### config.mk
export PLATFORM = sky130hd
export DESIGN_NAME = lamp_seq
export DESIGN_NICKNAME = d
export VERILOG_FILES = /design/src/rtl/lseq_pkg.sv /design/src/rtl/lseq_timer.sv /design/src/rtl/lseq_duty.sv /design/src/rtl/lamp_seq.sv
export SDC_FILE = /design/constraint.sdc
export NUM_CORES = 1
export LEC_CHECK = 0
export BUFFER_PORTS_ARGS = -buffer_cell sky130_fd_sc_hd__buf_2
export CORE_ASPECT_RATIO = 1.75
export CORE_UTILIZATION = 59
export DETAILED_ROUTE_END_ITERATION = 8
export PLACE_DENSITY = 0.77
export REMOVE_ABC_BUFFERS = 1
export SLEW_MARGIN = 20
export SYNTH_ARGS = -nofsm -noshare
export SYNTH_HDL_FRONTEND = slang
export SYNTH_SLANG_ARGS = --single-unit
### constraint.sdc
create_clock -name clk -period 3.1 [get_ports clk]
set_input_delay 0.62 -clock clk [delete_from_list [all_inputs] [get_ports clk]]
set_output_delay 0.62 -clock clk [all_outputs]
set_load 0.02 [all_outputs]
### src/rtl/lseq_pkg.sv
package lseq_pkg;
   typedef enum logic [2:0] {
      ST_OFF    = 3'd0,
      ST_STRIKE = 3'd1,
      ST_RUN    = 3'd2,
      ST_WAIT   = 3'd3,
      ST_FAULT  = 3'd4
   } lseq_state_e;
endpackage

### src/rtl/lseq_timer.sv
// Shared tick counter: strike timeout, lamp-out window and retry pause.
module lseq_timer #(
   parameter int TO_BASE    = 1024,
   parameter int WAIT_TICKS = 1024
) (
   input  logic       clk,
   input  logic       rst_n,
   input  logic       clr,
   input  logic       tick,
   input  logic       run_mode,
   input  logic [1:0] to_sel,
   input  logic [1:0] sr_sel,
   input  logic       lamp_low,
   output logic       to_hit,
   output logic       wait_hit
);
   localparam int MAX_TO = TO_BASE * 8;
   localparam int CW     = $clog2(MAX_TO) + 1;

   if (TO_BASE < 2) begin : g_bad_base
      $error("lseq_timer: TO_BASE must be at least 2");
   end
   if (WAIT_TICKS < 1 || WAIT_TICKS > MAX_TO) begin : g_bad_wait
      $error("lseq_timer: WAIT_TICKS out of range");
   end

   logic [CW-1:0] lim [4];
   for (genvar k = 0; k < 4; k++) begin : g_lim
      localparam int LIM_K = (TO_BASE << k) - 1;
      assign lim[k] = LIM_K[CW-1:0];
   end

   localparam int WAIT_M1 = WAIT_TICKS - 1;

   logic [CW-1:0] cnt;
   logic [2:0]    scnt;
   logic [2:0]    mask;
   logic          samp;
   logic          seen;

   always_comb begin
      case (sr_sel)
         2'd0:    mask = 3'b000;
         2'd1:    mask = 3'b001;
         2'd2:    mask = 3'b011;
         default: mask = 3'b111;
      endcase
   end

   assign samp = tick & ((scnt & mask) == mask);
   assign seen = run_mode & samp & ~lamp_low;

   always_ff @(posedge clk or negedge rst_n) begin
      if (!rst_n) begin
         cnt  <= '0;
         scnt <= '0;
      end else if (clr) begin
         cnt  <= '0;
         scnt <= '0;
      end else if (tick) begin
         scnt <= scnt + 3'd1;
         cnt  <= seen ? '0 : cnt + CW'(1);
      end
   end

   assign to_hit   = tick & ~seen & (cnt == lim[to_sel]);
   assign wait_hit = tick & (cnt == WAIT_M1[CW-1:0]);
endmodule

### src/rtl/lseq_duty.sv
// Duty command: slow ramp in strike, single-step trims in run.
module lseq_duty #(
   parameter int DUTY_W     = 8,
   parameter int DUTY_MIN   = 16,
   parameter int DUTY_MAX   = 200,
   parameter int RAMP_TICKS = 16
) (
   input  logic              clk,
   input  logic              rst_n,
   input  logic              ramp_en,
   input  logic              trim_en,
   input  logic              hold_en,
   input  logic              tick,
   input  logic              v_lim,
   input  logic              up,
   input  logic              dn,
   output logic [DUTY_W-1:0] duty
);
   localparam int RW = (RAMP_TICKS > 1) ? $clog2(RAMP_TICKS) : 1;
   localparam logic [DUTY_W-1:0] D_MIN = DUTY_MIN[DUTY_W-1:0];
   localparam logic [DUTY_W-1:0] D_MAX = DUTY_MAX[DUTY_W-1:0];

   if (DUTY_MIN >= DUTY_MAX || DUTY_MAX >= (1 << DUTY_W)) begin : g_bad_duty
      $error("lseq_duty: need DUTY_MIN < DUTY_MAX < 2**DUTY_W");
   end
   if (RAMP_TICKS < 1 || (RAMP_TICKS & (RAMP_TICKS - 1)) != 0) begin : g_bad_ramp
      $error("lseq_duty: RAMP_TICKS must be a power of two");
   end

   logic [RW-1:0] rcnt;
   logic          ramp_pt;

   if (RAMP_TICKS == 1) begin : g_ramp_every
      assign ramp_pt = tick;
   end else begin : g_ramp_div
      localparam int RLAST = RAMP_TICKS - 1;
      assign ramp_pt = tick & (rcnt == RLAST[RW-1:0]);
   end

   always_ff @(posedge clk or negedge rst_n) begin
      if (!rst_n) begin
         duty <= D_MIN;
         rcnt <= '0;
      end else if (ramp_en) begin
         if (tick) rcnt <= rcnt + RW'(1);
         if (ramp_pt && !v_lim && duty < D_MAX) duty <= duty + DUTY_W'(1);
      end else if (trim_en) begin
         rcnt <= '0;
         if (tick) begin
            if (up && !dn && !v_lim && duty < D_MAX)      duty <= duty + DUTY_W'(1);
            else if (dn && !up && duty > D_MIN)          duty <= duty - DUTY_W'(1);
         end
      end else if (hold_en) begin
         rcnt <= '0;
      end else begin
         rcnt <= '0;
         duty <= D_MIN;
      end
   end
endmodule

### src/rtl/lamp_seq.sv
module lamp_seq
   import lseq_pkg::*;
#(
   parameter int DUTY_W     = 8,
   parameter int DUTY_MIN   = 16,
   parameter int DUTY_MAX   = 200,
   parameter int RAMP_TICKS = 16,
   parameter int TO_BASE    = 1024,
   parameter int RETRY_MAX  = 14,
   parameter int RETRY_WAIT = 1024
) (
   input  logic              clk,
   input  logic              rst_n,
   input  logic              lamp_tick,
   input  logic              vcc_ok,
   input  logic              mon_lo_ok,
   input  logic              mon_hi_over,
   input  logic              pdn_pin,
   input  logic              sw_pdn,
   input  logic              ch_dis,
   input  logic              retry_en,
   input  logic [1:0]        to_sel,
   input  logic [1:0]        sr_sel,
   input  logic              lamp_on,
   input  logic              lamp_low,
   input  logic              v_lim,
   input  logic              ov_flag,
   input  logic              oc_flag,
   input  logic              trim_up,
   input  logic              trim_dn,
   output logic [DUTY_W-1:0] duty_o,
   output logic              gate_en_o,
   output logic [2:0]        state_o,
   output logic              fault_o
);
   localparam int RCW = (RETRY_MAX > 0) ? $clog2(RETRY_MAX + 1) : 1;

   if (RETRY_MAX < 0) begin : g_bad_retry
      $error("lamp_seq: RETRY_MAX must not be negative");
   end

   lseq_state_e st_q, st_d;
   logic        qual;
   logic        retry_ok;
   logic        to_hit, wait_hit;
   lseq_state_e fail_st;

   assign qual    = vcc_ok & mon_lo_ok & ~mon_hi_over & ~pdn_pin & ~sw_pdn & ~ch_dis;
   assign fail_st = retry_ok ? ST_WAIT : ST_FAULT;

   always_comb begin
      st_d = st_q;
      if (!qual) begin
         st_d = ST_OFF;
      end else begin
         case (st_q)
            ST_OFF:    st_d = ST_STRIKE;
            ST_STRIKE: begin
               if (oc_flag)      st_d = ST_FAULT;
               else if (ov_flag) st_d = fail_st;
               else if (lamp_on) st_d = ST_RUN;
               else if (to_hit)  st_d = fail_st;
            end
            ST_RUN: begin
               if (oc_flag)      st_d = ST_FAULT;
               else if (to_hit)  st_d = fail_st;
            end
            ST_WAIT:   if (wait_hit) st_d = ST_STRIKE;
            ST_FAULT:  st_d = ST_FAULT;
            default:   st_d = ST_OFF;
         endcase
      end
   end

   always_ff @(posedge clk or negedge rst_n) begin
      if (!rst_n) st_q <= ST_OFF;
      else        st_q <= st_d;
   end

   if (RETRY_MAX > 0) begin : g_retry
      localparam logic [RCW-1:0] R_LIM = RETRY_MAX[RCW-1:0];
      logic [RCW-1:0] used_q;
      always_ff @(posedge clk or negedge rst_n) begin
         if (!rst_n)                                 used_q <= '0;
         else if (st_q == ST_OFF)                    used_q <= '0;
         else if (st_d == ST_WAIT && st_q != ST_WAIT) used_q <= used_q + RCW'(1);
      end
      assign retry_ok = retry_en & (used_q < R_LIM);
   end else begin : g_no_retry
      assign retry_ok = 1'b0;
   end

   lseq_timer #(
      .TO_BASE    (TO_BASE),
      .WAIT_TICKS (RETRY_WAIT)
   ) u_timer (
      .clk      (clk),
      .rst_n    (rst_n),
      .clr      (st_d != st_q),
      .tick     (lamp_tick),
      .run_mode (st_q == ST_RUN),
      .to_sel   (to_sel),
      .sr_sel   (sr_sel),
      .lamp_low (lamp_low),
      .to_hit   (to_hit),
      .wait_hit (wait_hit)
   );

   lseq_duty #(
      .DUTY_W     (DUTY_W),
      .DUTY_MIN   (DUTY_MIN),
      .DUTY_MAX   (DUTY_MAX),
      .RAMP_TICKS (RAMP_TICKS)
   ) u_duty (
      .clk     (clk),
      .rst_n   (rst_n),
      .ramp_en (st_q == ST_STRIKE && st_d == ST_STRIKE),
      .trim_en (st_q == ST_RUN && st_d == ST_RUN),
      .hold_en (st_q == ST_STRIKE && st_d == ST_RUN),
      .tick    (lamp_tick),
      .v_lim   (v_lim),
      .up      (trim_up),
      .dn      (trim_dn),
      .duty    (duty_o)
   );

   assign gate_en_o = (st_q == ST_STRIKE) || (st_q == ST_RUN);
   assign state_o   = st_q;
   assign fault_o   = (st_q == ST_FAULT);
endmodule

==> results.sh <==
export IMPL_status="completed"
export IMPL_grt_usage_pct=31.22
export IMPL_hold_slack_ns=0.4010
export IMPL_ys_ff_latch=36
export IMPL_final_cell_area_mm2=0.003174
export IMPL_gp_congestion=0.9521
export IMPL_nNetsFinal=388
export IMPL_initial_core_util_pct=61.97
export IMPL_crit_slowest_cell="or4b_1"
export IMPL_cts_buffers=5
export IMPL_fmax_mhz=337.5
export IMPL_path_clk_slew_ns=0.09
export IMPL_final_cell_mix="35 x dfrtp_1, 33 x buf_2, 29 x nor2_1, 23 x o21ai_0, 23 x buf_4"
export IMPL_vias_per_cell=6.407
export IMPL_crit_buf_inv=0
export IMPL_die_area_mm2=0.004956
export IMPL_drt_iter0_markers=97
export IMPL_worst_r2r_endpoint="u_duty.duty[6]"
export IMPL_synth_edff_count=0
export IMPL_insertedDiodeCount=0
export IMPL_clkSinkCount=36
export IMPL_leakage_nw=1.429
export IMPL_die_h_um=92.38
export IMPL_tightest_slew_ns=0.7996
export IMPL_worstPathMaxFanout=11
export IMPL_io_buffers=33
export IMPL_grt_ovfl_total=0
export IMPL_regToRegSetupSlack_ns=0.14
export IMPL_synth_cell_area_mm2=0.002754
export IMPL_wire_per_inst_um=17.01
export IMPL_drc_errors=0
export IMPL_grt_pass1_wl_um=11440
export IMPL_critical_path_class="reg2reg"
export IMPL_cpLargestDelayFamily="simple AND/OR/NAND/NOR gates"
export IMPL_wirelength_um=7026
export IMPL_cts_root_buf="clkbuf_8"
export IMPL_layout_commonest_cell="dfrtp_1"
export IMPL_postCtsSetupRepairBufs=0
export IMPL_slowest_delay_ns=0.54
export IMPL_drive_above_1_share_pct=25.41
export IMPL_critPathCaptureType="flip-flop"
export IMPL_arrival_ns=3.16
export IMPL_slew_viol_final=0
export IMPL_maxSlewHeadroom_pct=46.70
export IMPL_fin_crit_sh_pct=95.59
export IMPL_setup_violations_final=0
export IMPL_antenna_found_initial=0
export IMPL_yosysWarnings=0
export IMPL_power_density_mw_per_mm2=384.9
export IMPL_ant_nets=0
export IMPL_avgSynthCellArea_um2=8.770
export IMPL_reg2reg_depth=8
export IMPL_cp_required_ns=3.30
export IMPL_finClkSkew_ns=0.01426
export IMPL_dp_hpwl_um=5129
export IMPL_htree_levels=2
export IMPL_cts_path_max_buffers=2
export IMPL_ios=34
export IMPL_postSynthCellCount=314
export IMPL_fin_crit_ns=2.963
export IMPL_row_count=32
export IMPL_start_kind="flip-flop"
export IMPL_rr_startpoint="u_timer.cnt[10]"
export IMPL_drt_pass1_iter_count=4
export IMPL_place_ws_ns=0.1101
export IMPL_via_count=2646
export IMPL_cts_tree="yes"
export IMPL_vdd_ir_drop_max_v=0.0003144
export IMPL_synth_ff_type="dfrtp_1"
export IMPL_path_cells="or3_1 > or4_1 > a22o_1 > a21o_1 > o21bai_4 > o22ai_4 > or4b_1 > o2111ai_1"
export IMPL_finalWorstSetupSlack_ns=0.1368
export IMPL_hold_path_class="in2async"
export IMPL_placed_area_mm2=0.003059
export IMPL_clock_latency_ns=0.30
export IMPL_die_x_um=53.65
export IMPL_syn_to_final_growth_pct=15.27
export IMPL_grt_pass1_vias=2555
export IMPL_core_area_mm2=0.004444
export IMPL_final_hold_violation_count=0
export IMPL_grt_max_degree=37
export IMPL_async_reset_ff_share_pct=100.0
export IMPL_ys_seq_area_share_pct=32.76
export IMPL_ys_types=66
export IMPL_drv_cap=0
## state kept, by name, summed over array words and instances (netlist names)
| name | count |
|---|---|
| u_duty.duty | 8 |
| state_o | 3 |
| g_retry.used_q | 4 |
| u_timer.scnt | 3 |
| u_timer.cnt | 14 |
| u_duty.rcnt | 4 |
## power by group
| part | internal [mW] | switching, mW | total [mW] |
|---|---|---|---|
| Sequential | 0.526 | 0.0614 | 0.588 |
| Clock | 0.239 | 0.176 | 0.415 |
| Combinational | 0.104 | 0.115 | 0.219 |
| Total | 0.870 | 0.352 | 1.22 |
## through the flow
stage | setup TNS [ns] | power (mW) | instances | utilization [%]
final | 0 | 1.222 | 413 | 71.42
after global routing | -0.001714 | 1.293 | 413 | 71.42
after CTS | 0 | 1.226 | 413 | 71.26
after detailed placement | 0 | 0.8153 | 405 | 68.83
after global placement | 0 | 0.8080 | 405 | 68.83
after floorplan | -1.243 | 0.7332 | 298 | -
## worst max-delay path by stage
stage,slack [ns],endpoint,startpoint,cells after the start
floorplan,-0.14,u_duty.duty[6],state_o[1],8
global placement,0.18,u_duty.duty[6],to_sel[1],9
detailed placement,0.11,u_duty.duty[6],to_sel[1],9
CTS,0.13,u_duty.duty[6],u_timer.cnt[10],8
global route,-0.002,u_duty.duty[6],u_timer.cnt[0],10
finish,0.14,u_duty.duty[6],u_timer.cnt[10],8
## cell type report
cell class	count	area, µm²
flip-flops and latches	36	902.1
inverters	9	33.78
clock inverters	2	35.03
repair buffers	56	337.8
multi-input cells	253	1729
clock buffers	6	72.57
well taps	51	63.81
fillers	380	1270
## routing by layer
metal	vias up	track usage [%]	routed length [µm]
li1	1270	-	-
met4	0	12.28	150
met2	64	57.40	3956
met1	1298	33.47	2739
met3	14	4.598	179
met5	-	0	0
## cell usage after synthesis (5+ instances only)
library cell / number / area [µm²]
a21oi_1: 13 / 65.06
and3_1: 6 / 37.54
clkbuf_1: 9 / 33.78
dfrtp_1: 35 / 875.8
ha_1: 6 / 75.07
inv_1: 9 / 33.78
mux2i_1: 9 / 90.09
nand2_1: 22 / 82.58
nand2b_1: 6 / 37.54
nand3_1: 9 / 45.04
nor2_1: 29 / 108.9
nor3_1: 20 / 100.1
nor3_2: 12 / 120.1
nor3b_1: 7 / 52.55
nor4_1: 5 / 31.28
o21ai_0: 23 / 115.1
xnor2_1: 6 / 52.55
## repair_timing
item | CTS | global route
endpoints found under the setup margin | 0 | 4
resized for setup | 0 | 2
hold buffers | 0 | 0
## cells by family after synthesis
group	count (synthesis)	synth area share, %
muxes	11	4.225
buffers and inverters	25	4.725
adders and majority gates	6	2.726
and+or+nand+nor	147	30.94
DFF	36	32.76
xor gates and xnor gates	10	3.453
AOI/OAI and AO/OA	79	21.17
(Power assumes the default switching activity.)
